==> src/rtl/irq_cfg_pkg.sv <==
package irq_cfg_pkg;
  localparam int unsigned MID_W  = 2;
  localparam int unsigned NMST   = 4;
  localparam int unsigned PRIO_W = 4;
  localparam int unsigned DATA_W = 16;
  localparam int unsigned BE_W   = 3;

  localparam int unsigned BE_PRIO = 0;
  localparam int unsigned BE_MASK = 1;
  localparam int unsigned BE_SWT  = 2;

  typedef logic [MID_W-1:0] mid_t;

  typedef struct packed {
    logic              swt;
    logic [NMST-1:0]   mask;
    logic [PRIO_W-1:0] prio;
  } src_cfg_t;

  function automatic logic [DATA_W-1:0] pack_src(input src_cfg_t c);
    logic [DATA_W-1:0] d;
    d = '0;
    d[PRIO_W-1:0] = c.prio;
    d[PRIO_W +: NMST] = c.mask;
    d[PRIO_W+NMST] = c.swt;
    return d;
  endfunction

  function automatic logic [DATA_W-1:0] pack_prot(input logic en, input mid_t own);
    logic [DATA_W-1:0] d;
    d = '0;
    d[0] = en;
    d[5:4] = own;
    return d;
  endfunction
endpackage

==> src/rtl/irq_cfg_access.sv <==
module irq_cfg_access
  import irq_cfg_pkg::*;
(
  input  logic            prot_en_i,
  input  mid_t            owner_i,
  input  mid_t            master_i,
  input  logic [BE_W-1:0] be_i,
  input  logic            in_range_i,
  input  logic            is_prot_i,
  input  logic [NMST-1:0] cur_mask_i,
  output logic            allow_o
);
  logic owner_hit;
  logic designated;
  logic restricted;

  always_comb begin
    owner_hit  = (master_i == owner_i);
    designated = cur_mask_i[master_i];
    restricted = be_i[BE_MASK] | be_i[BE_SWT];
    if (!in_range_i) begin
      allow_o = 1'b0;
    end else if (!prot_en_i) begin
      allow_o = 1'b1;
    end else if (is_prot_i) begin
      allow_o = !be_i[BE_PRIO] || owner_hit;
    end else begin
      allow_o = (!restricted || owner_hit) &&
                (!be_i[BE_PRIO] || owner_hit || designated);
    end
  end

  // with protection off, every in-range target is open
  always_comb begin
    if (in_range_i && !prot_en_i) begin
      assert_open_when_off_R2: assert (allow_o);
    end
  end
endmodule

==> src/rtl/irq_cfg_prot.sv <==
module irq_cfg_prot
  import irq_cfg_pkg::*;
(
  input  logic              clk_i,
  input  logic              rst_ni,
  input  logic              wr_i,
  input  logic [DATA_W-1:0] wdata_i,
  output logic              en_o,
  output mid_t              owner_o
);
  logic en_q, en_d;
  mid_t own_q, own_d;

  always_comb begin
    en_d  = en_q;
    own_d = own_q;
    if (wr_i) begin
      en_d  = wdata_i[0];
      own_d = wdata_i[5:4];
    end
  end

  always_ff @(posedge clk_i or negedge rst_ni) begin
    if (!rst_ni) begin
      en_q  <= 1'b0;
      own_q <= '0;
    end else if (wr_i) begin
      en_q  <= en_d;
      own_q <= own_d;
    end
  end

  assign en_o    = en_q;
  assign owner_o = own_q;
endmodule

==> src/rtl/irq_cfg_entry.sv <==
module irq_cfg_entry
  import irq_cfg_pkg::*;
(
  input  logic              clk_i,
  input  logic              rst_ni,
  input  logic              upd_i,
  input  logic [BE_W-1:0]   be_i,
  input  logic [DATA_W-1:0] wdata_i,
  output src_cfg_t          cfg_o
);
  src_cfg_t cfg_q, cfg_d;

  always_comb begin
    cfg_d = cfg_q;
    if (be_i[BE_PRIO]) cfg_d.prio = wdata_i[PRIO_W-1:0];
    if (be_i[BE_MASK]) cfg_d.mask = wdata_i[PRIO_W +: NMST];
    if (be_i[BE_SWT])  cfg_d.swt  = wdata_i[PRIO_W+NMST];
  end

  always_ff @(posedge clk_i or negedge rst_ni) begin
    if (!rst_ni) begin
      cfg_q <= '0;
    end else if (upd_i) begin
      cfg_q <= cfg_d;
    end
  end

  assign cfg_o = cfg_q;
endmodule

==> src/rtl/irq_cfg_guard.sv <==
module irq_cfg_guard
  import irq_cfg_pkg::*;
#(
  parameter  int unsigned N_SRC  = 8,
  localparam int unsigned ADDR_W = $clog2(N_SRC + 1)
) (
  input  logic                   clk_i,
  input  logic                   rst_ni,
  input  logic                   req_valid_i,
  input  logic                   req_write_i,
  input  logic [ADDR_W-1:0]      req_addr_i,
  input  logic [1:0]             req_master_i,
  input  logic [2:0]             req_be_i,
  input  logic [15:0]            req_wdata_i,
  output logic                   rsp_valid_o,
  output logic                   rsp_err_o,
  output logic [15:0]            rsp_rdata_o,
  output logic [4*N_SRC-1:0]     src_prio_o,
  output logic [4*N_SRC-1:0]     src_route_o,
  output logic [N_SRC-1:0]       src_swt_o
);
  localparam logic [ADDR_W-1:0] PROT_ADDR = ADDR_W'(N_SRC);

  // reset: asserted at once, released on the clock
  logic rst_s1_q, rst_n;
  always_ff @(posedge clk_i or negedge rst_ni) begin
    if (!rst_ni) begin
      rst_s1_q <= 1'b0;
      rst_n    <= 1'b0;
    end else begin
      rst_s1_q <= 1'b1;
      rst_n    <= rst_s1_q;
    end
  end

  // decode
  logic is_entry, is_prot, in_range, allow, wr_ok, wr_bad;
  logic prot_en;
  mid_t owner;
  src_cfg_t cfg [N_SRC];
  src_cfg_t sel_cfg;

  always_comb begin
    is_entry = (req_addr_i < PROT_ADDR);
    is_prot  = (req_addr_i == PROT_ADDR);
    in_range = is_entry || is_prot;
    sel_cfg  = '0;
    for (int i = 0; i < N_SRC; i++) begin
      if (is_entry && (req_addr_i == ADDR_W'(i))) sel_cfg = cfg[i];
    end
  end

  irq_cfg_access u_access (
    .prot_en_i  (prot_en),
    .owner_i    (owner),
    .master_i   (req_master_i),
    .be_i       (req_be_i),
    .in_range_i (in_range),
    .is_prot_i  (is_prot),
    .cur_mask_i (sel_cfg.mask),
    .allow_o    (allow)
  );

  assign wr_ok  = req_valid_i && req_write_i && allow;
  assign wr_bad = req_valid_i && req_write_i && !allow;

  irq_cfg_prot u_prot (
    .clk_i   (clk_i),
    .rst_ni  (rst_n),
    .wr_i    (wr_ok && is_prot && req_be_i[BE_PRIO]),
    .wdata_i (req_wdata_i),
    .en_o    (prot_en),
    .owner_o (owner)
  );

  for (genvar g = 0; g < N_SRC; g++) begin : g_src
    irq_cfg_entry u_entry (
      .clk_i   (clk_i),
      .rst_ni  (rst_n),
      .upd_i   (wr_ok && is_entry && (req_addr_i == ADDR_W'(g))),
      .be_i    (req_be_i),
      .wdata_i (req_wdata_i),
      .cfg_o   (cfg[g])
    );
    assign src_prio_o[4*g +: 4]  = cfg[g].prio;
    assign src_route_o[4*g +: 4] = cfg[g].mask;
    assign src_swt_o[g]          = cfg[g].swt;
  end

  // response
  logic              vld_q, err_q, err_d;
  logic [DATA_W-1:0] rd_q, rd_d;

  always_comb begin
    err_d = wr_bad;
    rd_d  = '0;
    if (!req_write_i) begin
      if (is_entry)     rd_d = pack_src(sel_cfg);
      else if (is_prot) rd_d = pack_prot(prot_en, owner);
    end
  end

  always_ff @(posedge clk_i or negedge rst_n) begin
    if (!rst_n) begin
      vld_q <= 1'b0;
      err_q <= 1'b0;
      rd_q  <= '0;
    end else begin
      vld_q <= req_valid_i;
      err_q <= req_valid_i && err_d;
      if (req_valid_i) rd_q <= rd_d;
    end
  end

  assign rsp_valid_o = vld_q;
  assign rsp_err_o   = err_q;
  assign rsp_rdata_o = rd_q;

  // checks
  assert_rsp_follows_R9: assert property (@(posedge clk_i) disable iff (!rst_n)
    req_valid_i |=> rsp_valid_o);
  assert_rsp_quiet_R9: assert property (@(posedge clk_i) disable iff (!rst_n)
    !req_valid_i |=> !rsp_valid_o);
  assert_err_with_ack_R9: assert property (@(posedge clk_i) disable iff (!rst_n)
    rsp_err_o |-> rsp_valid_o);
  assert_reject_hold_R5: assert property (@(posedge clk_i) disable iff (!rst_n)
    rsp_err_o |-> ($stable(src_prio_o) && $stable(src_route_o) && $stable(src_swt_o)));
  assert_read_no_err_R7: assert property (@(posedge clk_i) disable iff (!rst_n)
    (req_valid_i && !req_write_i) |=> !rsp_err_o);
  assert_open_no_err_R2: assert property (@(posedge clk_i) disable iff (!rst_n)
    (req_valid_i && req_write_i && !prot_en && in_range) |=> !rsp_err_o);
  assert_route_guard_R3: assert property (@(posedge clk_i) disable iff (!rst_n)
    (req_valid_i && req_write_i && prot_en && (req_master_i != owner))
    |=> ($stable(src_route_o) && $stable(src_swt_o)));
  assert_far_addr_R10: assert property (@(posedge clk_i) disable iff (!rst_n)
    (req_valid_i && req_write_i && !in_range) |=> rsp_err_o);
endmodule

==> config.mk <==
export PLATFORM = sky130hd
export DESIGN_NAME = irq_cfg_guard
export DESIGN_NICKNAME = d
export VERILOG_FILES = /design/src/rtl/irq_cfg_pkg.sv /design/src/rtl/irq_cfg_access.sv /design/src/rtl/irq_cfg_prot.sv /design/src/rtl/irq_cfg_entry.sv /design/src/rtl/irq_cfg_guard.sv
export SDC_FILE = /design/constraint.sdc
export NUM_CORES = 1
export LEC_CHECK = 0
export ABC_AREA = 1
export BUFFER_PORTS_ARGS = -buffer_cell sky130_fd_sc_hd__buf_2
export CAP_MARGIN = 10
export CORE_MARGIN = 2
export CORE_UTILIZATION = 48
export CTS_CLUSTER_SIZE = 24
export DETAILED_ROUTE_END_ITERATION = 12
export MAX_ROUTING_LAYER = met4
export PLACE_DENSITY = 0.77
export RECOVER_POWER = 25
export SETUP_SLACK_MARGIN = 0.15
export SLEW_MARGIN = 25
export SYNTH_ARGS = -nofsm -noshare
export SYNTH_HDL_FRONTEND = slang
export SYNTH_SLANG_ARGS = --single-unit
==> constraint.sdc <==
create_clock -name clk_i -period 2.7 [get_ports clk_i]
set_input_delay 0.675 -clock clk_i [delete_from_list [all_inputs] [get_ports clk_i]]
set_output_delay 0.675 -clock clk_i [all_outputs]
set_load 0.05 [all_outputs]
==> metrics.csv, run 1 <==
metric;value;unit
outcome;completed;
die_width;101;um
vias;4664;
maxCapViolations;0;
first_pass_iters;5;
hold_buffers;0;
path_common_cell;nand3_1;
slew_viol_final;0;
p_per_area;496;mW/mm^2
fin_cells;809;
synth-edff-count;0;
critical_path.startpoint;req_addr_i[3];
layout_setup_ws;208;ps
netSwitchingPower;974;uW
rrSetupSlack;430;ps
drt_wl_total;13600;um
min_period;2490;ps
grt_pass1_vias;3995;
n_fill_cell;753;
worstSetupPathType;in -> reg;
wl_per_cell;16.8;um
syn_area;0.00450;sq mm
worst-path-buf-inv;5;
cp_max_fo;6;
pwr-share-comb;21.0;%
rsz0062_at_grt;false;
clockRootBuffer;clkbuf_8;
core;0.00915;sq mm
internal_power;1.89;mW
clkSinkCount;88;
drive_gt1_share;28.7;%
r2r_start;g_src[0].u_entry.cfg_o[7]$_DFFE_PN0P_;
place_ws;-248;ps
rr_endpoint;g_src[6].u_entry.cfg_o[2]$_DFFE_PN0P_;
yosysTopAreaCellShare;49.0;%
endpoint;g_src[6].u_entry.cfg_o[2]$_DFFE_PN0P_;
dp_hpwl;9040;um
avgSynthCellArea;7.89;sq um
tightest_slew;1270;ps
clk_pin_slew_worst_paths;80;ps
power.share.clock;28.4;%
antenna_found_initial;0;
ys.flop_type;dfrtp_1;
h-tree-depth;3;
seqPwrFrac;50.6;%
worstPathCellList;buf_6, nor2_4, buf_4, nand3_1, nand2_1, nor2_1, nand4_1, nor2_1, nand3_1, nand3_1, nand3_2, nand2_2, nand2_2, nand3_2, nor2_4, buf_12, clkbuf_16, buf_4, nand4_1, nand2_1;
yosysTopAreaCell;dfrtp_1;
nets;722;
drc_errors;0;
fin_area;0.00576;sq mm
cp-end-kind;flop;
finalHoldViolations;0;
start_util;49.1;%
async_flop_share;100;%
routabilityCongestion;1.04;
antenna_left;0;
area_delta_synth_final;28.2;%
synth_seq_cells;88;
rows;35;
slew-limit-headroom;15.2;%
avgViaCountPerCell;5.77;
netlist_instances;570;
clock_path_buffers;2;
grt_max_degree;55;
cts_buffers;9;
portBuffers;104;
start_kind;primary input;
drt-initial-drc-count;291;
crit_required;2950;ps
final_core_util;63.0;%
post-synth-top-count-cell;nand2_1;
hold_path.class;in -> async;
synth-seq-area-share;49.0;%
die_area;0.0102;sq mm
dp_cells;777;
diodes;0;
worst-path-stages;20;
ios;119;
die_y;101;um
grt.total_usage;26.1;%
clk_latency;370;ps
arrival;2740;ps
max_clock_freq;401;MHz
p_sw_share;34.1;%
peakVddDrop;356;uV
cpMaxStageDelayCell;nor2_1;
critPathMaxStageDelay;160;ps
grt_overflow;0;
grt_first_pass_wirelength;20000;um
yosys.cell_types.count;31;
cts_tree;done;
power.leakage;3.19;nW
ys_warn_count;0;
yosys-top-cells-area;dfrtp_1 49%, nand2_1 17%, nand4_1 9.6%, nand3_1 6.5%, inv_1 2.0%;
worst_clock_skew;9.35;ps
synth_common_cells;207 x nand2_1, 88 x dfrtp_1, 69 x nand4_1;
setup_viol;0;
r2r_cells;17;
min_period_over_period;92.3;%
cp_top_family;simple AND/OR/NAND/NOR gates;
place_area;0.00523;sq mm
worst min path at each step:
stage	from	to	slack, ps	cells after the start
global route	rst_ni	rst_s1_q$_DFF_PN0_	70	1
detailed placement	rst_n$_DFF_PN0_	rsp_rdata_o[1]$_DFFE_PN0P_	290	0
finish	rst_ni	rst_n$_DFF_PN0_	80	1
CTS	rst_ni	rst_s1_q$_DFF_PN0_	70	1
global placement	rst_s1_q$_DFF_PN0_	rst_n$_DFF_PN0_	340	0
floorplan	rst_s1_q$_DFF_PN0_	rst_n$_DFF_PN0_	330	0
cell usage in the layout (no fill, tap or decap), types with 2 or more instances in the layout:
cell / instances
o21ai_0: 10
nor3_1: 2
nand2_2: 5
a22o_1: 6
buf_4: 38
clkbuf_8: 10
clkbuf_1: 4
conb_1: 8
nor2_1: 15
buf_2: 98
nor2_2: 4
a32oi_1: 2
buf_6: 5
nand3_1: 47
clkinv_1: 4
o211ai_1: 2
a21oi_1: 4
inv_1: 23
a221oi_1: 4
nand2_1: 202
xnor2_1: 2
clkbuf_16: 5
inv_2: 4
nand3_2: 12
clkinv_2: 4
dfrtp_1: 88
nor2_4: 7
a211oi_1: 3
buf_12: 4
nand4_1: 69
power by group through the flow:
stage | Combinational [mW] | Clock, mW | Sequential (mW)
2_1_floorplan | 0.192 | 0 | 1.68
3_3_place_gp | 0.524 | 0 | 1.48
4_1_cts | 0.560 | 0.829 | 1.45
3_5_place_dp | 0.554 | 0 | 1.47
5_1_grt | 0.638 | 0.891 | 1.46
6_report | 0.602 | 0.812 | 1.45
registers in the layout (all words and copies together) (netlist names):
signal / cells
rsp_rdata_o: 9
rst_s1_q: 1
rsp_err_o: 1
u_prot.en_o: 1
g_src.u_entry.cfg_o: 72
u_prot.owner_o: 2
rst_n: 1
rsp_valid_o: 1
area by class of cell:
type / instances / area, sq um / area share, %
clock buffers: 12 / 145 / 2.52
clock inverters: 4 / 20.0 / 0.347
inverters: 31 / 116 / 2.02
multi-input cells: 408 / 2050 / 35.5
flip-flops and latches: 88 / 2200 / 38.2
well taps: 111 / 139 / 2.41
repair buffers: 155 / 1090 / 19.0
cell families after synthesis:
family | share of synthesized area, %
AOI/OAI and AO/OA | 5.09
xor gates and xnor gates | 0.390
buffers and inverters | 8.57
DFF | 49.0
other | 0.167
and+or+nand+nor | 36.8
what timing repair did:
action	4_1_cts	5_1_grt
pin swaps	0	17
gates resized for setup	2	43
setup endpoints to repair	14	75
gates cloned	1	8
setup buffers	0	7
metal layers:
metal	track usage, %	wire [um]
met3	4.58	1100
met2	39.9	6720
met5	-	0
met4	9.80	284
met1	34.8	5480
through the flow:
step / power (mW) / hold WS [ps] / TNS [ps]
after floorplan: 1.87 / 331 / 0
after global placement: 2.01 / 337 / -8880
after detailed placement: 2.03 / 293 / -14150
after CTS: 2.83 / 69.8 / 0
after global routing: 2.98 / 70.5 / 0
final: 2.86 / 79.7 / 0
No activity file was read; power rests on OpenSTA's default activity.
==> inputs of run 2 (changes only) <==
- CORE_MARGIN: 2 -> default
- SYNTH_HIERARCHICAL: default -> 1
==> run 2 against run 1 <==
Compared with the run above:
- the flow now finishes with violations (negative setup slack)
- hold slack gained 16 ps
- via count grew 20%
- die area shrank 4.1%
- setup slack lost 660 ps
- sequential share of layout area shrank 5.2 points
- maximum frequency shrank 21%
- non-clock buffer count grew 47
- final cell count grew 13%
==> metrics.csv, run 2 <==
metric;value;unit;change
tightest_slew;797;ps;-475 ps
violations;negative setup slack;;
cp_max_fo;5;;-1
yosysTopAreaCell;dfrtp_1;;
grt.total_usage;33.6;%;+7.6 points
nets;831;;+15%
wl_per_cell;20.5;um;+22%
grt_max_degree;50;;-9.1%
rsz0062_at_grt;true;;
hold_path.class;in -> async;;
routabilityCongestion;0.948;;-8.6%
vias;5609;;+20%
synth-edff-count;0;;unchanged
arrival;3400;ps;+660 ps
cpMaxStageDelayCell;buf_12;;
layout_common_cells;229 x nand2_1, 99 x buf_2, 87 x dfrtp_1;;
layout_setup_ws;-450;ps;-658 ps
avgViaCountPerCell;6.13;;+6.3%
p_per_area;529;mW/mm^2;+6.6%
drt_wl_total;18700;um;+38%
grt_pass1_vias;5095;;+28%
rows;34;;-2.9%
min_period;3150;ps;+658 ps
first_pass_iters;6;;+1
ys_warn_count;6;;+6
grt_overflow;0;;unchanged
clk_pin_slew_worst_paths;90;ps;about the same
die_y;98.7;um;-2.1%
clock_path_buffers;2;;unchanged
cp-end-kind;flop;;
endpoint;g_src[6].u_entry/cfg_o[7]$_DFFE_PN0P_;;
setup_viol;75;;+75
antenna_found_initial;1;;+1
place_ws;-589;ps;-341 ps
slew_viol_final;0;;unchanged
seqPwrFrac;43.9;%;-6.7 points
largest_reg_flops;72;;unchanged
syn_area;0.00449;sq mm;-0.17%
rrSetupSlack;-60;ps;-490 ps
worst-path-buf-inv;9;;+4
r2r_cells;22;;+5
power.leakage;3.73;nW;+17%
start_kind;primary input;;
clockRootBuffer;clkbuf_8;;
holdWs;96.1;ps;+16.3 ps
final_common_cell;nand2_1;;
internal_power;2.19;mW;+16%
grt_first_pass_wirelength;24500;um;+22%
cp_top_family;simple AND/OR/NAND/NOR gates;;
worst-path-stages;27;;+35%
worstSetupPathType;in -> reg;;
avgSynthCellArea;7.46;sq um;-5.5%
r2r_start;g_src[1].u_entry/cfg_o[7]$_DFFE_PN0P_;;
die_width;98.7;um;-2.1%
yosys-top-cells-area;dfrtp_1 49%, nand2_1 23%, nand3_1 11%, inv_1 2.7%, nor2_1 2.4%;;
synth_common_cells;272 x nand2_1, 103 x nand3_1, 88 x dfrtp_1;;
min_period_over_period;117;%;+24 points
clkSinkCount;88;;unchanged
outcome;finished with violations;;
netSwitchingPower;1.34;mW;+38%
ys.flop_type;dfrtp_1;;
hold_buffers;0;;unchanged
pwr-share-comb;27.6;%;+6.6 points
die_area;0.00974;sq mm;-4.1%
drt-initial-drc-count;636;;+120%
worst_clock_skew;14.0;ps;+4.65 ps
core;0.00889;sq mm;-2.9%
yosys.cell_types.count;27;;-13%
drc_errors;0;;unchanged
post-synth-top-count-cell;nand2_1;;
synth-seq-area-share;49.1;%;+0.082 points
async_flop_share;100;%;unchanged
antenna_left;0;;unchanged
cts_tree;done;;
h-tree-depth;3;;unchanged
netlist_instances;602;;+5.6%
rr_endpoint;g_src[6].u_entry/cfg_o[7]$_DFFE_PN0P_;;
clk_latency;360;ps;about the same
area_delta_synth_final;48.8;%;
portBuffers;104;;unchanged
slew-limit-headroom;46.4;%;+31 points
peakVddDrop;315;uV;-12%
yosysTopAreaCellShare;49.1;%;+0.082 points
path_common_cell;nand2_1;;
synth_seq_cells;88;;unchanged
crit_required;2950;ps;about the same
critical_path.startpoint;req_addr_i[0];;
maxCapViolations;0;;unchanged
dp_hpwl;10300;um;+14%
p_sw_share;38.1;%;+4.0 points
cts_buffers;9;;unchanged
power.share.clock;28.5;%;about the same
finalHoldViolations;0;;unchanged
drive_gt1_share;42.7;%;+14 points
ios;119;;unchanged
max_clock_freq;318;MHz;-21%
start_util;50.5;%;+1.4 points
critPathMaxStageDelay;170;ps;about the same
==> run 2: changes by cell type after synthesis, moves of 10 or more <==
cell and delta:
nand2_2 +10, nand3_1 +45, nand2_1 +65, nand4_1 -64, nor2_1 +10, clkbuf_1 -18
==> run 2: final cells by class <==
| class | instances | area (sq um) |
|---|---|---|
| fillers | 552 | 2210 |
| diodes | 1 | 2.50 |
| clock inverters | 3 | 67.6 |
| multi-input cells | 464 | 2500 |
| inverters | 37 | 150 |
| flip-flops and latches | 88 | 2210 |
| well taps | 108 | 135 |
| clock buffers | 12 | 135 |
| repair buffers | 202 | 1480 |
==> run 2: layer usage <==
metal	wire length (um)	track usage [%]
met5	0	-
met4	1420	18.8
met3	2170	6.24
met2	8760	55.3
met1	6390	39.0
==> run 2: through the flow <==
stage | util (%) | power, mW | area, sq um | std cells | TNS [ps]
finish | 75.1 | 3.53 | 6680 | 915 | -21820
global route | 75.1 | 3.62 | 6680 | 915 | -28370
CTS | 70.4 | 3.41 | 6260 | 898 | -5160
detailed placement | 62.3 | 2.40 | 5540 | 861 | -36550
global placement | 62.3 | 2.37 | 5540 | 861 | -29710
floorplan | - | 2.11 | 4580 | 608 | 0
==> run 2: what timing repair did <==
item | 4_1_cts | 5_1_grt
setup buffers | 19 | 16
pin swaps | 58 | 44
gates cloned | 3 | 0
endpoints found under the setup margin | 75 | 75
resized for setup | 90 | 83
==> run 2: cell families after synthesis <==
| group | after synthesis | share of synthesized area, % |
|---|---|---|
| buffers and inverters | 56 | 6.69 |
| other | 2 | 0.167 |
| AOI/OAI and AO/OA | 15 | 1.76 |
| and+or+nand+nor | 441 | 42.3 |
| DFF | 88 | 49.1 |
==> run 2: how the worst min path moves through the flow <==
stage | start | to | cells after the start
floorplan | rst_s1_q$_DFF_PN0_ | rst_n$_DFF_PN0_ | 0
global placement | rst_s1_q$_DFF_PN0_ | rst_n$_DFF_PN0_ | 0
detailed placement | rst_s1_q$_DFF_PN0_ | rst_n$_DFF_PN0_ | 0
CTS | rst_ni | rst_n$_DFF_PN0_ | 1
global route | rst_ni | rst_n$_DFF_PN0_ | 1
finish | rst_ni | rst_n$_DFF_PN0_ | 1
==> run 2: power groups by stage <==
stage          sequential [mW]  clock, mW  combinational [mW]
2_1_floorplan             1.91          0               0.193
3_3_place_gp              1.56          0               0.815
3_5_place_dp              1.56          0               0.836
4_1_cts                   1.54      0.986               0.889
5_1_grt                   1.56       1.05                1.01
6_report                  1.55       1.01               0.975
==> inputs of run 3 (changes only) <==
- ABC_AREA: 1 -> default
- CORE_UTILIZATION: 48 -> 47
- CTS_CLUSTER_SIZE: 24 -> 16
- PLACE_DENSITY: 0.77 -> 0.76
==> run 3 against run 2 <==
Compared with the run above:
- critical path type unchanged
- sequential share of layout area grew 4.1 points
- sequential power about the same
- critical path depth is 15 lower
- global-route usage fell by 4.8 points
- non-clock buffer count decreased by 52
- area after synthesis decreased by 4.2%
- via count fell by 37%
- synthesized cell count decreased by 43%
- hold slack worse by 6.6 ps
- the flow finishes with violations (design-rule violations, negative setup slack)
- cell area fell by 11%
- maximum frequency up 4.3%
- final cell count fell by 34%
==> metrics.csv, run 3 <==
metric;value;unit;change
outcome;finished with violations;;
violations;design-rule violations, negative setup slack;;
finalHoldViolations;0;;unchanged
worstPathCellList;buf_12, mux4_2, mux2i_4, nor2_1, mux4_2, nor4b_4, o21a_1, and3_4, nand2_8, nor2_4, nand2_1, mux2_2;;
avgViaCountPerCell;5.82;;-5.0%
worst-path-buf-inv;1;;-8
drc_errors;18;;+18
synth_common_cells;88 x dfrtp_1, 76 x mux2_2, 36 x nand2_1;;
p_sw_share;35.1;%;-3.0 points
start_kind;primary input;;
clk_latency;360;ps;about the same
synth-seq-area-share;51.2;%;+2.2 points
cp_max_fo;5;;unchanged
netlist_instances;345;;-43%
peakVddDrop;406;uV;+29%
cp-end-kind;flop;;
rows;34;;unchanged
yosysTopAreaCellShare;51.2;%;+2.2 points
arrival;3270;ps;-130 ps
power.leakage;3.27;nW;-12%
syn_area;0.00430;sq mm;-4.2%
antenna_found_initial;0;;-1
clkSinkCount;88;;unchanged
routabilityCongestion;0.970;;+2.3%
max_clock_freq;331;MHz;+4.3%
largest_reg_flops;72;;unchanged
drt_wl_total;12800;um;-31%
clk_pin_slew_worst_paths;80;ps;about the same
post-synth-top-count-cell;dfrtp_1;;
grt_max_degree;55;;+10%
core;0.00881;sq mm;-0.96%
start_util;48.8;%;-1.7 points
async_flop_share;100;%;unchanged
yosys.cell_types.count;52;;+93%
portBuffers;104;;unchanged
setup_viol;75;;unchanged
diodes;0;;-1
layout_common_cells;100 x buf_2, 88 x dfrtp_1, 64 x mux2_4;;
die_width;97.7;um;-1.1%
nets;521;;-37%
ios;119;;unchanged
avgSynthCellArea;12.5;sq um;+67%
critPathMaxStageDelay;530;ps;+360 ps
dp_hpwl;9340;um;-9.1%
slew-limit-headroom;15.2;%;-31 points
wl_per_cell;21.2;um;+3.6%
die_area;0.00954;sq mm;-2.1%
synth_seq_cells;88;;unchanged
hold_buffers;0;;unchanged
vias;3523;;-37%
p_per_area;591;mW/mm^2;+12%
ys.flop_type;dfrtp_1;;
hold_path.class;in -> async;;
rsz0062_at_grt;true;;
slew_viol_final;0;;unchanged
first_pass_iters;9;;+3
final_common_cell;buf_2;;
min_period;3020;ps;-131 ps
area_delta_synth_final;38.1;%;
crit_required;2950;ps;about the same
path_common_cell;mux4_2;;
power.share.clock;27.6;%;-0.9 points
netSwitchingPower;1.23;mW;-8.4%
internal_power;2.28;mW;+4.1%
ys_warn_count;6;;unchanged
clockRootBuffer;clkbuf_8;;
rrSetupSlack;-290;ps;-230 ps
worstSetupPathType;in -> reg;;
fin_area;0.00594;sq mm;-11%
clock_path_buffers;2;;unchanged
grt_overflow;0;;unchanged
cts_buffers;9;;unchanged
cp_top_family;multiplexers;;
yosysTopAreaCell;dfrtp_1;;
grt_pass1_vias;3570;;-30%
synth-edff-count;0;;unchanged
drive_gt1_share;57.3;%;+15 points
seqPwrFrac;43.7;%;-0.2 points
layout_setup_ws;-319;ps;+131 ps
place_area;0.00541;sq mm;-2.4%
cpMaxStageDelayCell;mux4_2;;
grt.total_usage;28.8;%;-4.8 points
final_core_util;67.4;%;-7.7 points
pwr-share-comb;28.6;%;+1.0 points
min_period_over_period;112;%;-4.8 points
drt-initial-drc-count;223;;-65%
antenna_left;0;;unchanged
die_y;97.7;um;-1.1%
maxCapViolations;0;;unchanged
cts_tree;done;;
yosys-top-cells-area;dfrtp_1 51%, mux2_2 20%, mux4_2 3.7%, nand2_1 3.1%, mux2i_1 2.8%;;
worst_clock_skew;10.3;ps;-3.72 ps
h-tree-depth;3;;unchanged
grt_first_pass_wirelength;20100;um;-18%
n_fill_cell;630;;+14%
tightest_slew;1270;ps;+475 ps
## run 3: changes by cell type after synthesis, sizes merged, moves of 7 or more
cell	previous run	this run
mux2i	0	12
nand2	282	36
mux4	0	7
mux2	0	76
nor2	34	17
or2	10	1
nand3	103	0
inv	37	9
## run 3: repair_timing
| action | CTS | global route |
|---|---|---|
| pin swaps | 13 | 8 |
| endpoints found under the setup margin | 75 | 75 |
| setup buffers | 2 | 2 |
| gates resized for setup | 66 | 5 |
## run 3: worst paths after layout
| check | start | end | depth (start not counted) |
|---|---|---|---|
| setup / recovery | req_addr_i[0] | g_src[3].u_entry/cfg_o[8]$_DFFE_PN0P_ | 12 |
| max in group asynchronous | rst_n$_DFF_PN0_ | g_src[1].u_entry/cfg_o[0]$_DFFE_PN0P_ | 1 |
| hold / removal | rst_ni | rst_n$_DFF_PN0_ | 1 |
| min in group clk_i | rst_s1_q$_DFF_PN0_ | rst_n$_DFF_PN0_ | 0 |
| hold reg to reg | rst_s1_q$_DFF_PN0_ | rst_n$_DFF_PN0_ | 0 |
| setup reg to reg | g_src[7].u_entry/cfg_o[6]$_DFFE_PN0P_ | g_src[3].u_entry/cfg_o[8]$_DFFE_PN0P_ | 11 |
## run 3: power by group through the flow
stage          logic (mW)  registers, mW  clock network [mW]
2_1_floorplan       0.286           1.92                   0
5_1_grt              1.04           1.55                1.04
6_report             1.00           1.54               0.970
4_1_cts             0.993           1.53               0.980
3_3_place_gp        0.904           1.57                   0
3_5_place_dp        0.943           1.56                   0
## run 3: per-stage QoR
step	worst slack [ps]	setup TNS (ps)	total power, mW	std cells	hold slack (ps)
floorplan	-563	-40900	2.21	351	331
global placement	-803	-56070	2.47	584	337
detailed placement	-880	-60470	2.50	585	291
CTS	-269	-17060	3.51	603	78.3
global route	-317	-21040	3.63	605	91.1
finish	-319	-21060	3.51	605	89.5
## run 3: layout make-up
cell class | instances | area, sq um | area share (%)
Timing Repair Buffer | 150 | 892 | 15.0
Clock buffer | 12 | 165 | 2.78
Multi-Input combinational cell | 234 | 2460 | 41.4
Clock inverter | 4 | 51.3 | 0.864
Inverter | 9 | 33.8 | 0.569
Tap cell | 108 | 135 | 2.28
Sequential cell | 88 | 2200 | 37.1
## run 3: kinds of logic (layout without fill, tap and decap cells)
group	Yosys count	count (layout)	synth area share, %
muxes	95	95	26.4
xor gates and xnor gates	2	2	0.407
DFF	88	88	51.2
buffers and inverters	29	175	3.64
and+or+nand+nor	74	74	8.35
other	2	8	0.175
AOI/OAI and AO/OA	55	55	9.86
## run 3: layer usage
layer	GRT usage [%]	vias to the layer above	part of all wire, %
met1	39.5	1786	43
met4	12.8	0	2.7
met3	3.60	33	5.5
met2	43.2	165	48
li1	-	1539	-
met5	-	-	0
